File: src/rtl/burst_seq_pkg.sv
package burst_seq_pkg;
  typedef enum logic {
    ORD_LINEAR     = 1'b0,
    ORD_INTERLEAVE = 1'b1
  } order_e;
endpackage

File: src/rtl/burst_mode_latch.sv
module burst_mode_latch
  import burst_seq_pkg::*;
(
  input  logic   clk,
  input  logic   rst_n,
  input  logic   mode_i,
  output order_e order_o
);
  order_e order_q;

  // Captured only while reset is held; frozen afterwards.
  always_ff @(posedge clk) begin
    if (!rst_n) order_q <= order_e'(mode_i);
  end

  assign order_o = order_q;

  AST_MODE_FROZEN: assert property (@(posedge clk) disable iff (!rst_n)
    1'b1 |=> $stable(order_q));
endmodule

File: src/rtl/burst_beat_counter.sv
module burst_beat_counter #(
  parameter int BEAT_W = 2
) (
  input  logic              clk,
  input  logic              rst_n,
  input  logic              clear_i,
  input  logic              step_i,
  output logic [BEAT_W-1:0] beat_o
);
  localparam logic [BEAT_W-1:0] LAST_BEAT = '1;

  logic [BEAT_W-1:0] beat_q;

  always_ff @(posedge clk) begin
    if (!rst_n)       beat_q <= '0;
    else if (clear_i) beat_q <= '0;
    else if (step_i)  beat_q <= beat_q + 1'b1;
  end

  assign beat_o = beat_q;

  AST_CLEAR_TO_ZERO: assert property (@(posedge clk) disable iff (!rst_n)
    clear_i |=> beat_q == '0);
  AST_WRAP_AFTER_LAST: assert property (@(posedge clk) disable iff (!rst_n)
    (step_i && !clear_i && beat_q == LAST_BEAT) |=> beat_q == '0);
  AST_IDLE_HOLD: assert property (@(posedge clk) disable iff (!rst_n)
    (!step_i && !clear_i) |=> $stable(beat_q));
endmodule

File: src/rtl/burst_addr_map.sv
module burst_addr_map
  import burst_seq_pkg::*;
#(
  parameter int BEAT_W = 2
) (
  input  order_e            order_i,
  input  logic [BEAT_W-1:0] start_i,
  input  logic [BEAT_W-1:0] beat_i,
  output logic [BEAT_W-1:0] low_o
);
  // Interleaved order: each index bit flips the matching start bit.
  function automatic logic [BEAT_W-1:0] interleave_of(
    input logic [BEAT_W-1:0] s, input logic [BEAT_W-1:0] k);
    return s ^ k;
  endfunction

  // Linear order: add within the aligned block, carry out is dropped.
  function automatic logic [BEAT_W-1:0] linear_of(
    input logic [BEAT_W-1:0] s, input logic [BEAT_W-1:0] k);
    return s + k;
  endfunction

  logic [BEAT_W-1:0] il_w;
  logic [BEAT_W-1:0] ln_w;

  assign il_w  = interleave_of(start_i, beat_i);
  assign ln_w  = linear_of(start_i, beat_i);
  assign low_o = (order_i == ORD_INTERLEAVE) ? il_w : ln_w;

  // At index 0 both orders give back the start bits.
  always_comb begin
    if (beat_i == '0) begin
      AST_FIRST_BEAT_IS_START: assert (low_o == start_i);
    end
  end
endmodule

File: src/rtl/burst_addr_gen.sv
module burst_addr_gen
  import burst_seq_pkg::*;
#(
  parameter int ADDR_W = 16,
  parameter int BEAT_W = 2
) (
  input  logic              clk,
  input  logic              rst_n,
  input  logic              mode_i,
  input  logic              strb_a_i,
  input  logic              strb_b_i,
  input  logic              adv_i,
  input  logic [ADDR_W-1:0] ext_addr_i,
  output logic [ADDR_W-1:0] addr_o
);
  localparam int UPPER_W = ADDR_W - BEAT_W;

  // Named events for the assertions.
  logic   begin_w;
  logic   step_w;
  order_e order_w;

  logic [UPPER_W-1:0] upper_q;
  logic [BEAT_W-1:0]  start_q;
  logic [BEAT_W-1:0]  beat_w;
  logic [BEAT_W-1:0]  low_w;

  assign begin_w = strb_a_i | strb_b_i;
  assign step_w  = adv_i & ~begin_w;

  burst_mode_latch u_mode (
    .clk     (clk),
    .rst_n   (rst_n),
    .mode_i  (mode_i),
    .order_o (order_w)
  );

  always_ff @(posedge clk) begin
    if (!rst_n) begin
      upper_q <= '0;
      start_q <= '0;
    end else if (begin_w) begin
      upper_q <= ext_addr_i[ADDR_W-1:BEAT_W];
      start_q <= ext_addr_i[BEAT_W-1:0];
    end
  end

  burst_beat_counter #(.BEAT_W(BEAT_W)) u_beat (
    .clk     (clk),
    .rst_n   (rst_n),
    .clear_i (begin_w),
    .step_i  (step_w),
    .beat_o  (beat_w)
  );

  burst_addr_map #(.BEAT_W(BEAT_W)) u_map (
    .order_i (order_w),
    .start_i (start_q),
    .beat_i  (beat_w),
    .low_o   (low_w)
  );

  assign addr_o = {upper_q, low_w};

  AST_LOAD_EXT_ADDR: assert property (@(posedge clk) disable iff (!rst_n)
    begin_w |=> addr_o == $past(ext_addr_i));
  AST_SUSPEND_HOLDS: assert property (@(posedge clk) disable iff (!rst_n)
    (!begin_w && !adv_i) |=> $stable(addr_o));
  AST_UPPER_HELD: assert property (@(posedge clk) disable iff (!rst_n)
    !begin_w |=> $stable(addr_o[ADDR_W-1:BEAT_W]));
  AST_ADVANCE_MOVES: assert property (@(posedge clk) disable iff (!rst_n)
    step_w |=> !$stable(addr_o[BEAT_W-1:0]));
endmodule

File: config.mk
export PLATFORM = sky130hd
export DESIGN_NAME = burst_addr_gen
export DESIGN_NICKNAME = d
export VERILOG_FILES = /design/src/rtl/burst_seq_pkg.sv /design/src/rtl/burst_mode_latch.sv /design/src/rtl/burst_beat_counter.sv /design/src/rtl/burst_addr_map.sv /design/src/rtl/burst_addr_gen.sv
export SDC_FILE = /design/constraint.sdc
export NUM_CORES = 1
export LEC_CHECK = 0
export ABC_AREA = 1
export BUFFER_PORTS_ARGS = -buffer_cell sky130_fd_sc_hd__buf_2
export CORE_ASPECT_RATIO = 0.75
export CORE_UTILIZATION = 29
export DETAILED_ROUTE_END_ITERATION = 10
export GPL_TIMING_DRIVEN = 0
export PLACE_DENSITY_LB_ADDON = 0.15
export SETUP_SLACK_MARGIN = 0.1
export SYNTH_ARGS = -nofsm -noshare
export SYNTH_HDL_FRONTEND = slang
export SYNTH_SLANG_ARGS = --single-unit
export TNS_END_PERCENT = 50
File: constraint.sdc
create_clock -name clk -period 0.9 [get_ports clk]
set_clock_uncertainty 0.2 [all_clocks]
set_input_delay 0 -clock clk [delete_from_list [all_inputs] [get_ports clk]]
set_output_delay 0 -clock clk [all_outputs]
set_load 0.01 [all_outputs]
==> out/qor.txt, run 1 <==
First-pass GRT wire length -> 2740 microns
Share of layout cells above drive strength 1 -> 50.4%
Grt total ovfl -> 0
Routed wire per std cell -> 9.55 microns
Register-to-Register Path Depth -> 5
Die H -> 46.6 microns
Failing checks -> hold timing, setup timing
Longest Clk Path Bufs -> 2
R2r setup slk -> -0.09 ns
Maxcap violations -> 0
Slew Limit Fails -> 0
Pin count of the biggest net entering global routing -> 11
Vias post-DR -> 742
Area of the multi-input gates -> 327 sq um
First-pass detailed-route iteration total -> 4
Hold Vio Cnt, Final -> 19
Pre-CTS WS -> -0.245 ns
Clock root buffer -> clkbuf_4
Diode count -> 0
Peak VDD IR -> 0.738 mV
Pwr/cell area -> 1440 nW/um^2
Die width -> 61.5 microns
Leakage power -> 0.562 nW
Reg2reg end -> u_beat.beat_o[1]$_SDFFE_PP0P_
H-tree Lvls -> 1
Post-DP HPWL -> 1210 microns
Rows -> 15
Vias in the first global route -> 674
Startpoint types -> flip-flop
Cell count after synthesis -> 98
GPL Wtd Cong -> 0.709
Total power -> 1.72 mW
Inserted Clock Buffers -> 3
WP data required -> 0.70 ns
Cell variety after synth -> 19
Core Area -> 2400 sq um
Synth Cell Area -> 769 sq um
Crit share post-route -> 154%
Sequential-to-total area share from yosys stat -> 50.7%
# fillers -> 265
Hold Worst Slack -> -0.272 ns
Max Fclk -> 721 MHz
Area growth from synthesis to layout -> 54.8%
Reg area -> 413 sq um
Critical Path AT -> 1.19 ns
Syn avg cell area -> 7.85 sq um
Sum Neg Setup Slack -> -1.58 ns
Clock tree sinks -> 19
Final ANT Viol Nets -> 0
Worst-Margin Slew -> 0.169 ns
Warning count from the yosys run -> 0
Post-layout worst setup margin -> -0.487 ns
Die area -> 2870 sq um
Crit path kind -> flip-flop to output port
Remaining DRCs -> 0
Clock-pin slew on the worst setup and hold paths -> 0.10 ns
# IOs -> 38
Hold_sp -> ext_addr_i[7]
Via density -> 4.24
Hold Crit Depth -> 3
# setup viols final -> 18
Syn Nets -> 121
Yosys reg bits -> 19
Final WL -> 1670 microns
Min Tclk post-route -> 1.39 ns
HP Class -> input port to flip-flop
Starting density of the core -> 32.0%
GR Util All Layers -> 13.6%
Hold Path End -> upper_q[5]$_SDFFE_PN0P_
PortBufs -> 37
Relative slew margins -> 88.6%
Antenna violations before repair -> 0
CP endpoint kind -> output port
Status -> complete, but fails checks
RSZ-0062 raised after global routing -> yes
Initial DRC Count -> 30
Reg2Reg Launch Point -> u_beat.beat_o[0]$_SDFFE_PP0P_
CTS tree -> built
Worst Path Max Fanout -> 2
Clock latency on the worst-skew pair -> 0.30 ns
Nets -> 165
Hold buffers post-CTS -> 1
-- stage by stage --
| step | hold WS (ns) | std cells | utilization, % | area [sq um] |
|---|---|---|---|---|
| 6_report | -0.272 | 175 | 49.6 | 1190 |
| 5_1_grt | -0.276 | 175 | 49.6 | 1190 |
| 4_1_cts | -0.276 | 175 | 49.4 | 1190 |
| 3_5_place_dp | -0.0219 | 169 | 41.9 | 1010 |
| 3_3_place_gp | -0.0222 | 169 | 41.9 | 1010 |
| 2_1_floorplan | -0.101 | 98 | - | 779 |
-- report_power, final --
group,leakage (nW),internal [mW],switching (mW)
registers,0.164,0.915,0.0410
clock network,0.0150,0.173,0.258
logic,0.382,0.188,0.140
-- registers in the layout, indices dropped and copies added, names as in the netlist --
| name | flops |
|---|---|
| start_q | 2 |
| u_mode.order_o | 1 |
| u_beat.beat_o | 2 |
| upper_q | 14 |
-- final cells by class --
type | count | share of cell area [%]
Inverter | 9 | 2.84
Tap cell | 34 | 3.57
Timing Repair Buffer | 39 | 25.4
Buffer | 4 | 3.89
Sequential cell | 19 | 34.7
Clock buffer | 4 | 2.21
Multi-Input combinational cell | 66 | 27.4
-- layout by cell type, fill, tap and decap left out --
cell type,n
buf_12,1
buf_2,21
buf_4,2
buf_6,17
clkbuf_1,1
clkbuf_4,4
dfxtp_2,18
dlygate4sd3_1,1
edfxtp_1,1
ha_4,1
inv_1,6
inv_2,3
nand2_1,8
nand3_2,1
nand4_1,1
nor2_1,35
nor2_4,2
o21ai_0,6
o21ai_1,9
o21ai_2,1
xnor2_1,1
xor2_1,1
-- worst max-delay path: stages, from the launching register on --
cell and delay, ns:
dfxtp_2 0.35, ha_4 0.15, inv_2 0.06, nor2_4 0.03
inv_1 0.04, nand2_1 0.04, nand2_1 0.07, inv_2 0.03
buf_6 0.11
-- Yosys cell counts --
cell type	n	area (sq um)
nand2_1	8	30.0
xor2_1	1	8.76
buf_6	1	11.3
nor2_2	1	6.26
o21ai_2	1	8.76
dfxtp_1	18	360
inv_2	1	3.75
inv_1	8	30.0
buf_2	1	5.00
xnor2_1	1	8.76
buf_12	1	20.0
edfxtp_1	1	30.0
nor2_1	36	135
o21ai_0	6	30.0
nand4_1	1	6.26
ha_1	1	12.5
nand3_2	1	10.0
clkbuf_4	1	7.51
o21ai_1	9	45.0
-- how the worst max path moves through the flow --
stage / from / slack (ns) / cells after the start / endpoint
after floorplan: u_beat.beat_o[0]$_SDFFE_PP0P_ / -0.11 / 7 / addr_o[1]
after global placement: u_beat.beat_o[0]$_SDFFE_PP0P_ / -0.24 / 8 / addr_o[1]
after detailed placement: u_beat.beat_o[0]$_SDFFE_PP0P_ / -0.25 / 8 / addr_o[1]
after CTS: u_beat.beat_o[0]$_SDFFE_PP0P_ / -0.52 / 8 / addr_o[1]
after global routing: start_q[0]$_SDFFE_PN0P_ / -0.56 / 8 / addr_o[1]
final: start_q[0]$_SDFFE_PN0P_ / -0.49 / 8 / addr_o[1]
-- routing by layer --
layer  wire (microns)  GRT usage (%)
met1              706           15.0
met3              123           6.74
met4               12           4.00
met5                0              0
met2              830           23.0
-- cells by family (layout without fill, tap and decap cells) --
kind of cell,after synthesis,count (layout),share of synthesized area (%)
simple gates,47,47,24.4
flops,19,19,50.7
compound gates,16,16,10.9
buf+inv,13,56,10.1
xor+xnor,2,2,2.28
fa+ha+maj,1,1,1.63
-- repair_timing --
| action | CTS | global route |
|---|---|---|
| pin swaps | 3 | 10 |
| endpoints found under the setup margin | 19 | 31 |
| hold endpoints to repair | 20 | 19 |
| setup buffers | 1 | 0 |
| gates resized for setup | 36 | 1 |
Note: power is estimated with default switching activity, not from simulation.
==> inputs of run 2 (changes only) <==
==> constraint.sdc (replaced) <==
create_clock -name clk -period 0.9 [get_ports clk]
set_clock_uncertainty 0.2 [all_clocks]
set_input_delay 0.09 -clock clk [delete_from_list [all_inputs] [get_ports clk]]
set_output_delay 0.09 -clock clk [all_outputs]
set_load 0.01 [all_outputs]
==> run 2 against run 1 <==
The run still ends with hold timing, setup timing left. Fmax shrank 7.2%. Critical path type unchanged. Register-to-register slack lost 0.02 ns. Power shrank 0.43%. Core utilization shrank 0.31 points. Combinational power is essentially flat.
==> out/qor.txt, run 2 (synthesis results as in run 1) <==
Remaining DRCs -> 0 (unchanged)
Hold Crit Depth -> 1 (-2)
Area growth from synthesis to layout -> 53.8%
Die H -> 46.6 microns (unchanged)
Peak VDD IR -> 0.675 mV (-8.5%)
WP data required -> 0.61 ns (-0.09 ns)
PortBufs -> 37 (unchanged)
Routed wire per std cell -> 9.76 microns (+2.2%)
RSZ-0062 raised after global routing -> yes
Initial DRC Count -> 18 (-40%)
Longest Clk Path Bufs -> 2 (unchanged)
Die width -> 61.5 microns (unchanged)
Clock tree sinks -> 19 (unchanged)
Slew Limit Fails -> 0 (unchanged)
First-pass detailed-route iteration total -> 4 (unchanged)
Failing checks -> hold timing, setup timing
Diode count -> 0 (unchanged)
Hold Vio Cnt, Final -> 20 (+1)
Status -> complete, but fails checks
Final ANT Viol Nets -> 0 (unchanged)
Vias post-DR -> 750 (+1.1%)
Clock-pin slew on the worst setup and hold paths -> 0.11 ns (about the same)
Startpoint types -> flip-flop
Crit share post-route -> 166% (+12 points)
Most common cell after layout, fill and taps aside -> nor2_1
Pin count of the biggest net entering global routing -> 11 (unchanged)
Die area -> 2870 sq um (unchanged)
Nets -> 164 (-0.61%)
Hold_sp -> mode_i
Crit path kind -> flip-flop to output port
Starting density of the core -> 32.0% (unchanged)
Register-to-Register Path Depth -> 5 (unchanged)
Core Area -> 2400 sq um (unchanged)
Max FFs per register -> 14 (unchanged)
Total power -> 1.71 mW (-0.43%)
Antenna violations before repair -> 0 (unchanged)
Post-route cell area -> 1180 sq um (-0.63%)
Max Fclk -> 669 MHz (-7.2%)
Pwr/cell area -> 1440 nW/um^2 (+0.20%)
Vias in the first global route -> 710 (+5.3%)
Leakage power -> 0.556 nW (-0.98%)
Relative slew margins -> 89.7% (+1.1 points)
HP Class -> input port to flip-flop
Worst-Margin Slew -> 0.154 ns (-0.0160 ns)
CP endpoint kind -> output port
Clock root buffer -> clkbuf_4
# setup viols final -> 18 (unchanged)
Hold Worst Slack -> -0.225 ns (+0.0475 ns)
CTS tree -> built
Critical Path AT -> 1.20 ns (about the same)
Clock latency on the worst-skew pair -> 0.29 ns (about the same)
Placement Cell Area -> 1010 sq um (+0.25%)
Rows -> 15 (unchanged)
Reg2Reg Launch Point -> u_beat.beat_o[0]$_SDFFE_PP0P_
Inserted Clock Buffers -> 3 (unchanged)
# fillers -> 264 (-0.38%)
Maxcap violations -> 0 (unchanged)
Final WL -> 1700 microns (+1.6%)
R2r setup slk -> -0.11 ns (-0.02 ns)
Via density -> 4.31 (+1.7%)
Grt total ovfl -> 0 (unchanged)
First-pass GRT wire length -> 2850 microns (+4.0%)
Share of layout cells above drive strength 1 -> 50.0% (-0.35 points)
Min Tclk post-route -> 1.49 ns (+0.107 ns)
Reg2reg end -> u_beat.beat_o[1]$_SDFFE_PP0P_
Top reg by flops -> upper_q
GPL Wtd Cong -> 0.709 (about the same)
Hold Path End -> u_mode.order_o$_DFFE_PN_
Post-DP HPWL -> 1250 microns (+3.3%)
H-tree Lvls -> 1 (unchanged)
GR Util All Layers -> 14.3% (+0.73 points)
Final core utilization -> 49.3% (-0.31 points)
Worst Path Max Fanout -> 2 (unchanged)
Post-layout worst setup margin -> -0.594 ns (-0.107 ns)
Commonest cells after routing, fill and taps aside -> nor2_1 (35), buf_2 (21), buf_6 (18)
# IOs -> 38 (unchanged)
## run 2: cell types whose count changed in the layout (fill, tap and decap cells not counted), sizes merged
| cell | previous run | this run |
|---|---|---|
| dlygate4sd3 | 1 | 0 |
## run 2: critical path: stages, from the launching register on
cell and delay (ns):
dfxtp_2 0.37, ha_4 0.13, inv_2 0.03, nor2_4 0.09, inv_1 0.04, nand2_1 0.05
nand2_1 0.05, inv_2 0.05, buf_6 0.09
## run 2: power by group
group | internal (mW) | total, mW | switching, mW
combinational | 0.187 | 0.327 | 0.140
clock | 0.172 | 0.424 | 0.252
sequential | 0.915 | 0.957 | 0.0419
total | 1.27 | 1.71 | 0.434
## run 2: area by class of cell
type	count	area, sq um	share of cell area, %
multi-input cells	66	327	27.6
flip-flops and latches	19	412	34.8
inverters	9	33.8	2.85
well taps	34	42.5	3.59
repair buffers	38	293	24.7
plain buffers	4	50.0	4.23
clock buffers	4	26.3	2.22
## run 2: worst max path at each step
stage,depth (start not counted),startpoint,slack (ns),to
finish,8,u_beat.beat_o[0]$_SDFFE_PP0P_,-0.59,addr_o[1]
global route,8,u_beat.beat_o[0]$_SDFFE_PP0P_,-0.69,addr_o[1]
CTS,8,start_q[0]$_SDFFE_PN0P_,-0.61,addr_o[1]
detailed placement,8,u_beat.beat_o[0]$_SDFFE_PP0P_,-0.35,addr_o[1]
global placement,8,u_beat.beat_o[0]$_SDFFE_PP0P_,-0.33,addr_o[1]
floorplan,7,u_beat.beat_o[0]$_SDFFE_PP0P_,-0.20,addr_o[1]
## run 2: metrics by stage
| step | TNS (ns) | instances | setup WS, ns |
|---|---|---|---|
| after floorplan | -0.207 | 98 | -0.196 |
| after global placement | -1.57 | 169 | -0.329 |
| after detailed placement | -1.83 | 169 | -0.355 |
| after CTS | -3.26 | 174 | -0.610 |
| after global routing | -3.87 | 174 | -0.688 |
| final | -2.99 | 174 | -0.594 |
## run 2: per-layer routing
metal	up-vias	part of all wire (%)	GRT usage (%)
li1	391	-	-
met1	335	45	14.7
met2	22	47	26.2
met3	2	6.1	6.46
met4	0	0.82	4.00
met5	-	0	0
## run 2: timing repair
action / in CTS / in global routing
endpoints found under the setup margin: 19 / 31
pin swaps: 0 / 12
endpoints found under the hold margin: 20 / 20
setup buffers: 1 / 0
gates resized for setup: 32 / 5
